File: src/rtl/cwg_pkg.sv
package cwg_pkg;

    localparam int DIV_W      = 8;
    localparam int PRE_W      = 3;
    localparam int HOLD_W     = 5;
    localparam int LO_LSB     = 0;
    localparam int HI_LSB     = 8;
    localparam int PRE_LSB    = 16;
    localparam int HOLD_LSB   = 24;
    localparam int HOLD_FLOOR = 3;

    typedef enum logic [1:0] {
        ST_IDLE      = 2'd0,
        ST_LOW       = 2'd1,
        ST_WAIT_HIGH = 2'd2,
        ST_HIGH      = 2'd3
    } cwg_state_e;

    typedef enum logic [1:0] {
        CNT_KEEP  = 2'd0,
        CNT_CLEAR = 2'd1,
        CNT_ONE   = 2'd2,
        CNT_STEP  = 2'd3
    } cnt_op_e;

    typedef struct packed {
        logic [DIV_W-1:0]  lo_div;
        logic [DIV_W-1:0]  hi_div;
        logic [PRE_W-1:0]  pre;
        logic [HOLD_W-1:0] hold;
    } cwg_cfg_t;

    function automatic cwg_cfg_t unpack_word(input logic [31:0] w,
                                             input logic [PRE_W-1:0] pre_cap);
        cwg_cfg_t c;
        logic [PRE_W-1:0] p;
        p        = w[PRE_LSB +: PRE_W];
        c.lo_div = w[LO_LSB +: DIV_W];
        c.hi_div = w[HI_LSB +: DIV_W];
        c.pre    = (p > pre_cap) ? pre_cap : p;
        c.hold   = w[HOLD_LSB +: HOLD_W];
        return c;
    endfunction

endpackage

File: src/rtl/cwg_cfg_shadow.sv
module cwg_cfg_shadow
    import cwg_pkg::*;
#(
    parameter int OFFSET  = 3,
    parameter int MAX_PRE = 5,
    parameter int LEN_W   = 14
) (
    input  logic             clk,
    input  logic             rst_n,
    input  logic             load,
    input  logic [31:0]      word,
    output logic [LEN_W-1:0] low_len,
    output logic [LEN_W-1:0] high_len,
    output logic [LEN_W-1:0] sda_point
);

    localparam logic [PRE_W-1:0] PRE_CAP = PRE_W'(MAX_PRE);
    localparam int               NPHASE  = 2;

    cwg_cfg_t                     shadow;
    logic [NPHASE-1:0][DIV_W-1:0] divs;
    logic [NPHASE-1:0][LEN_W-1:0] lens;
    logic [LEN_W-1:0]             hold_pt;
    logic [LEN_W-1:0]             last_low;
    logic [31:0]                  rsvd_mask;

    always_ff @(posedge clk or negedge rst_n) begin
        if (!rst_n) begin
            shadow <= '0;
        end else if (load) begin
            shadow <= unpack_word(word, PRE_CAP);
        end
    end

    assign divs[0] = shadow.lo_div;
    assign divs[1] = shadow.hi_div;

    for (genvar g = 0; g < NPHASE; g++) begin : g_phase_len
        assign lens[g] = (LEN_W'(divs[g]) << shadow.pre) + LEN_W'(OFFSET);
    end

    assign low_len   = lens[0];
    assign high_len  = lens[1];
    assign last_low  = low_len - LEN_W'(1);
    assign hold_pt   = LEN_W'(shadow.hold) + LEN_W'(HOLD_FLOOR);
    assign sda_point = (hold_pt < last_low) ? hold_pt : last_low;

    assign rsvd_mask = ~((32'((1 << DIV_W) - 1) << LO_LSB)
                       | (32'((1 << DIV_W) - 1) << HI_LSB)
                       | (32'((1 << PRE_W) - 1) << PRE_LSB)
                       | (32'((1 << HOLD_W) - 1) << HOLD_LSB));

    AST_PRE_CAPPED: assert property (@(posedge clk) disable iff (!rst_n)
        shadow.pre <= PRE_CAP);
    AST_SDA_FITS: assert property (@(posedge clk) disable iff (!rst_n)
        sda_point < low_len);
    AST_RSVD_ZERO: assert property (@(posedge clk) disable iff (!rst_n)
        load |-> ((word & rsvd_mask) == 32'd0));
    AST_SHADOW_HELD: assert property (@(posedge clk) disable iff (!rst_n)
        !load |=> $stable(low_len) && $stable(high_len));

endmodule

File: src/rtl/cwg_phase_counter.sv
module cwg_phase_counter
    import cwg_pkg::*;
#(
    parameter int LEN_W = 14
) (
    input  logic             clk,
    input  logic             rst_n,
    input  cnt_op_e          op,
    output logic [LEN_W-1:0] count
);

    always_ff @(posedge clk or negedge rst_n) begin
        if (!rst_n) begin
            count <= '0;
        end else begin
            unique case (op)
                CNT_KEEP:  count <= count;
                CNT_CLEAR: count <= '0;
                CNT_ONE:   count <= LEN_W'(1);
                CNT_STEP:  count <= count + LEN_W'(1);
                default:   count <= count;
            endcase
        end
    end

    AST_CLEAR_WORKS: assert property (@(posedge clk) disable iff (!rst_n)
        (op == CNT_CLEAR) |=> (count == '0));

endmodule

File: src/rtl/cwg_phase_fsm.sv
module cwg_phase_fsm
    import cwg_pkg::*;
#(
    parameter int LEN_W = 14
) (
    input  logic             clk,
    input  logic             rst_n,
    input  logic             xfer_active,
    input  logic             scl_in,
    input  logic [LEN_W-1:0] cnt,
    input  logic [LEN_W-1:0] low_len,
    input  logic [LEN_W-1:0] high_len,
    input  logic [LEN_W-1:0] sda_point,
    output cnt_op_e          cnt_op,
    output logic             load_cfg,
    output logic             scl_drive_low,
    output logic             sda_change_tick,
    output logic             low_end_tick,
    output logic             high_end_tick
);

    cwg_state_e state;
    cwg_state_e state_nx;
    logic       low_last;
    logic       high_last;

    assign low_last  = (cnt == low_len - LEN_W'(1));
    assign high_last = (cnt == high_len - LEN_W'(1));

    always_ff @(posedge clk or negedge rst_n) begin
        if (!rst_n) begin
            state <= ST_IDLE;
        end else begin
            state <= state_nx;
        end
    end

    always_comb begin
        state_nx = state;
        unique case (state)
            ST_IDLE:      if (xfer_active) state_nx = ST_LOW;
            ST_LOW:       if (low_last)    state_nx = ST_WAIT_HIGH;
            ST_WAIT_HIGH: if (scl_in)      state_nx = ST_HIGH;
            ST_HIGH: begin
                if (high_last) begin
                    state_nx = xfer_active ? ST_LOW : ST_IDLE;
                end
            end
            default:      state_nx = ST_IDLE;
        endcase
    end

    always_comb begin
        cnt_op          = CNT_KEEP;
        load_cfg        = 1'b0;
        scl_drive_low   = 1'b0;
        sda_change_tick = 1'b0;
        low_end_tick    = 1'b0;
        high_end_tick   = 1'b0;
        unique case (state)
            ST_IDLE: begin
                if (xfer_active) begin
                    cnt_op   = CNT_CLEAR;
                    load_cfg = 1'b1;
                end
            end
            ST_LOW: begin
                scl_drive_low   = 1'b1;
                sda_change_tick = (cnt == sda_point);
                low_end_tick    = low_last;
                cnt_op          = low_last ? CNT_CLEAR : CNT_STEP;
            end
            ST_WAIT_HIGH: begin
                cnt_op = scl_in ? CNT_ONE : CNT_KEEP;
            end
            ST_HIGH: begin
                high_end_tick = high_last;
                cnt_op        = high_last ? CNT_CLEAR : CNT_STEP;
            end
            default: cnt_op = CNT_CLEAR;
        endcase
    end

    AST_IDLE_QUIET: assert property (@(posedge clk) disable iff (!rst_n)
        (state == ST_IDLE) |-> !scl_drive_low && !sda_change_tick
                               && !low_end_tick && !high_end_tick);
    AST_RELEASE_AFTER_LOW: assert property (@(posedge clk) disable iff (!rst_n)
        low_end_tick |=> !scl_drive_low);
    AST_HIGH_NEEDS_LINE: assert property (@(posedge clk) disable iff (!rst_n)
        high_end_tick |-> $past(scl_in));
    AST_SDA_WHILE_LOW: assert property (@(posedge clk) disable iff (!rst_n)
        sda_change_tick |-> scl_drive_low);
    AST_SDA_ONCE: assert property (@(posedge clk) disable iff (!rst_n)
        sda_change_tick |=> !sda_change_tick);
    AST_STOP_AT_HIGH_END: assert property (@(posedge clk) disable iff (!rst_n)
        (high_end_tick && !xfer_active) |=> (state == ST_IDLE));
    AST_GO_ON_AT_HIGH_END: assert property (@(posedge clk) disable iff (!rst_n)
        (high_end_tick && xfer_active) |=> scl_drive_low);

endmodule

File: src/rtl/cwg_clock_gen.sv
module cwg_clock_gen
    import cwg_pkg::*;
#(
    parameter int OFFSET  = 3,
    parameter int MAX_PRE = 5
) (
    input  logic        clk,
    input  logic        rst_n,
    input  logic        xfer_active,
    input  logic [31:0] cwg_word,
    input  logic        scl_in,
    output logic        scl_drive_low,
    output logic        sda_change_tick,
    output logic        low_end_tick,
    output logic        high_end_tick
);

    localparam int LEN_W = DIV_W + MAX_PRE + 1;

    logic [LEN_W-1:0] low_len;
    logic [LEN_W-1:0] high_len;
    logic [LEN_W-1:0] sda_point;
    logic [LEN_W-1:0] cnt;
    logic             load_cfg;
    cnt_op_e          cnt_op;

    cwg_cfg_shadow #(
        .OFFSET  (OFFSET),
        .MAX_PRE (MAX_PRE),
        .LEN_W   (LEN_W)
    ) u_cfg (
        .clk       (clk),
        .rst_n     (rst_n),
        .load      (load_cfg),
        .word      (cwg_word),
        .low_len   (low_len),
        .high_len  (high_len),
        .sda_point (sda_point)
    );

    cwg_phase_counter #(
        .LEN_W (LEN_W)
    ) u_cnt (
        .clk   (clk),
        .rst_n (rst_n),
        .op    (cnt_op),
        .count (cnt)
    );

    cwg_phase_fsm #(
        .LEN_W (LEN_W)
    ) u_fsm (
        .clk             (clk),
        .rst_n           (rst_n),
        .xfer_active     (xfer_active),
        .scl_in          (scl_in),
        .cnt             (cnt),
        .low_len         (low_len),
        .high_len        (high_len),
        .sda_point       (sda_point),
        .cnt_op          (cnt_op),
        .load_cfg        (load_cfg),
        .scl_drive_low   (scl_drive_low),
        .sda_change_tick (sda_change_tick),
        .low_end_tick    (low_end_tick),
        .high_end_tick   (high_end_tick)
    );

    AST_LOW_CNT_BOUND: assert property (@(posedge clk) disable iff (!rst_n)
        scl_drive_low |-> (cnt < low_len));
    AST_HIGH_CNT_BOUND: assert property (@(posedge clk) disable iff (!rst_n)
        high_end_tick |-> (cnt < high_len));

endmodule

File: config.mk
export PLATFORM = sky130hd
export DESIGN_NAME = cwg_clock_gen
export DESIGN_NICKNAME = d
export VERILOG_FILES = /design/src/rtl/cwg_pkg.sv /design/src/rtl/cwg_cfg_shadow.sv /design/src/rtl/cwg_phase_counter.sv /design/src/rtl/cwg_phase_fsm.sv /design/src/rtl/cwg_clock_gen.sv
export SDC_FILE = /design/constraint.sdc
export NUM_CORES = 1
export LEC_CHECK = 0
export ABC_AREA = 1
export BUFFER_PORTS_ARGS = -buffer_cell sky130_fd_sc_hd__buf_2
export CORE_AREA = 2 2 107 109
export DETAILED_ROUTE_END_ITERATION = 16
export DIE_AREA = 0 0 109 111
export PLACE_DENSITY = 0.52
export SYNTH_ARGS = -nofsm -noshare
export SYNTH_HDL_FRONTEND = slang
export SYNTH_SLANG_ARGS = --single-unit
File: constraint.sdc
create_clock -name clk -period 3.7 [get_ports clk]
set_input_delay 0.185 -clock clk [delete_from_list [all_inputs] [get_ports clk]]
set_output_delay 0.185 -clock clk [all_outputs]
set_load 0.01 [all_outputs]
==> impl_metrics.ini <==
[run_status]
status = finished clean

[timing]
tightest_slew_ns = 0.980
relSlewSlack_pct = 34.7
period_minus_slack_ns = 3.60
fin_crit_sh_pct = 97.4
finalSetupViolCount = 0
rsz0062_at_grt = true
max_freq_mhz = 277
hold_viol = 0
drv_slew = 0
skew_ns = 0.00775

[power_and_ir_drop]
power.density_nw_per_um2 = 1010
peakVddDrop_mv = 0.697
p_leak_nw = 2.64

[global_route]
grt_use_met1_pct = 28.8
met2_usage_pct = 36.6
grt_pass1_wl_microns = 21100
grt_usage_pct = 21.7
grt_antenna_before_repair = 0
grt-ovfl-total = 0
grt_pass1_vias = 4365
busiest_layer = met2
use_met3_pct = 2.29
grt_max_degree = 41

[final_layout]
final_cell_mix = nand2_1 (257), nand3_1 (109), inv_1 (60)
layout.nets = 786
layout_commonest_cell = nand2_1
antenna_cells = 0
area_delta_synth_final_pct = 15.6
multiInputGateArea_sq_um = 2890
layout-drive-gt1-share_pct = 17.3
regArea_sq_um = 1000
finalNonFillerCells = 879
finalInstanceArea_sq_um = 4920
fillerInstances = 1188

[placed_design]
gp_congestion = 0.899
dp_hpwl_microns = 9180
place_area_sq_um = 4480
dp_cells = 854
port_buffers = 31

[die]
rows = 39
die-area_sq_um = 12100
die_width_microns = 109
io_pins = 40
start_util_pct = 38.4
core_sq_um = 11100
fp.dieH_microns = 111

[drt]
ant_nets = 0
num_vias = 4495
drt_iter0_markers = 227
wl_per_cell_microns = 13.8
drc = 0
drt_wl_total_microns = 12100
via_per_inst = 5.11
drt_pass1_iterations = 5

[critical_path]
critPathRequiredTime_ns = 3.51
critPathLaunchType = register
cp_data_arrival_time_ns = 3.42
crit_type = register to output pin
crit_fanout = 7
crit_path_end_kind = output pin

[clock_network]
holdBufCountCts = 0
insertion_delay_ns = 0.29
tritoncts = yes
clock_sinks = 40
cts_max_path_buffers = 2
cts_max_level = 2
numCtsBuffers = 5
cts.reportedPaths.clkPinSlew_ns = 0.06
cts_root_buf = clkbuf_16

[synthesis]
synth_area_per_cell_sq_um = 6.07
ys_ff_latch = 40
netlist_area_sq_um = 4250
ys_seq_area_share_pct = 23.5
syn_nets = 751
ys_types = 33
yosys_warnings = 0
netlist_instances = 701

[min_path]
min_path_type = input pin to async pin

[flow_run]
cap_violations = 0
-- metrics by stage --
stage	util, %	TNS [ns]	power (mW)	hold WS [ns]	worst slack, ns
final	44.4	0	4.96	0.0542	0.0952
after floorplan	-	0	3.25	-0.111	0.585
after global routing	44.4	-0.144	5.53	0.0927	-0.144
after detailed placement	40.4	0	3.84	0.381	0.206
after global placement	40.4	0	3.79	0.379	0.272
after CTS	42.2	0	4.49	0.0816	0.00604
-- routing by layer --
layer | up-vias | part of all wire, %
met5 | - | 0
li1 | 2323 | -
met3 | 15 | 3.7
met2 | 77 | 49
met4 | 0 | 1.9
met1 | 2080 | 45
-- critical path, cell delays in order, from the launching register on --
cell	delay, ns
dfrtp_2	0.46
inv_8	0.09
nand2_4	0.05
nand2_2	0.05
nand2_2	0.06
a21oi_4	0.18
ha_4	0.15
inv_2	0.04
nor2_2	0.08
nand2_2	0.09
xor2_2	0.20
ha_1	0.33
nand4_1	0.14
o221ai_4	0.34
nand3_4	0.18
buf_6	0.16
nand2_1	0.07
nand3_1	0.07
nand2_1	0.07
nand3_1	0.07
nor2_1	0.11
buf_2	0.13
-- power by group --
group / switching, mW / leakage (nW) / internal (mW) / total [mW]
registers: 0.176 / 0.514 / 0.585 / 0.761
logic: 2.26 / 2.04 / 1.38 / 3.63
clock network: 0.181 / 0.0899 / 0.383 / 0.564
total: 2.61 / 2.64 / 2.35 / 4.96
-- registers in the layout, indices dropped and copies added, names as in the netlist --
name          cells
u_cnt.count      14
u_cfg.divs       16
u_fsm.state       2
u_cfg.shadow      8
-- layout make-up --
cell class                 instances  area share [%]
inverter                          70            5.50
multi-input combinational        561            58.8
clock inverter                     2            1.22
timing repair buffer              58            7.89
sequential                        40            20.4
clock buffer                       5            2.55
tap                              143            3.64
-- final timing paths --
| kind | start | endpoint | slack [ns] | cells after the start |
|---|---|---|---|---|
| worst max-delay path | u_cfg.shadow[5] | sda_change_tick | 0.1 | 21 |
| worst max register to register | u_cfg.shadow[7] | u_cnt.count[6] | 0.59 | 18 |
| max in group asynchronous | rst_n | u_cfg.shadow[5] | 2.98 | 1 |
| worst min register to register | u_cfg.divs[4] | u_cfg.divs[4] | 0.52 | 2 |
| min in group clk | cwg_word[26] | u_cfg.shadow[2] | 0.08 | 3 |
| worst min-delay path | rst_n | u_cfg.shadow[2] | 0.05 | 1 |
-- kinds of logic after synthesis --
kind of cell | after synthesis | synth area share [%]
simple gates | 487 | 51.8
buf+inv | 100 | 10.5
flops | 40 | 23.5
compound gates | 33 | 4.47
xor+xnor | 27 | 5.56
fa+ha+maj | 14 | 4.12
-- synthesized netlist by cell type (all sizes together) --
cell	n	area share (%)
a21oi	12	1.7
and2	1	0.15
buf	19	3.2
clkbuf	11	0.97
clkinv	2	0.18
dfrtp	40	24
ha	14	4.1
inv	68	6.2
nand2	280	26
nand3	118	15
nand3b	3	0.53
nand4	28	4.1
nor2	50	5.5
nor3	5	0.59
nor4	2	0.29
o21ai	18	2.1
o221ai	1	0.35
o22ai	1	0.15
o31ai	1	0.18
xnor2	5	1.0
xor2	22	4.5
-- repair_timing --
item	CTS	global route
setup endpoints to repair	1	1
cloned	0	0
pin swaps	1	20
setup buffers	0	18
resized for setup	3	30
(Power assumes the default switching activity.)
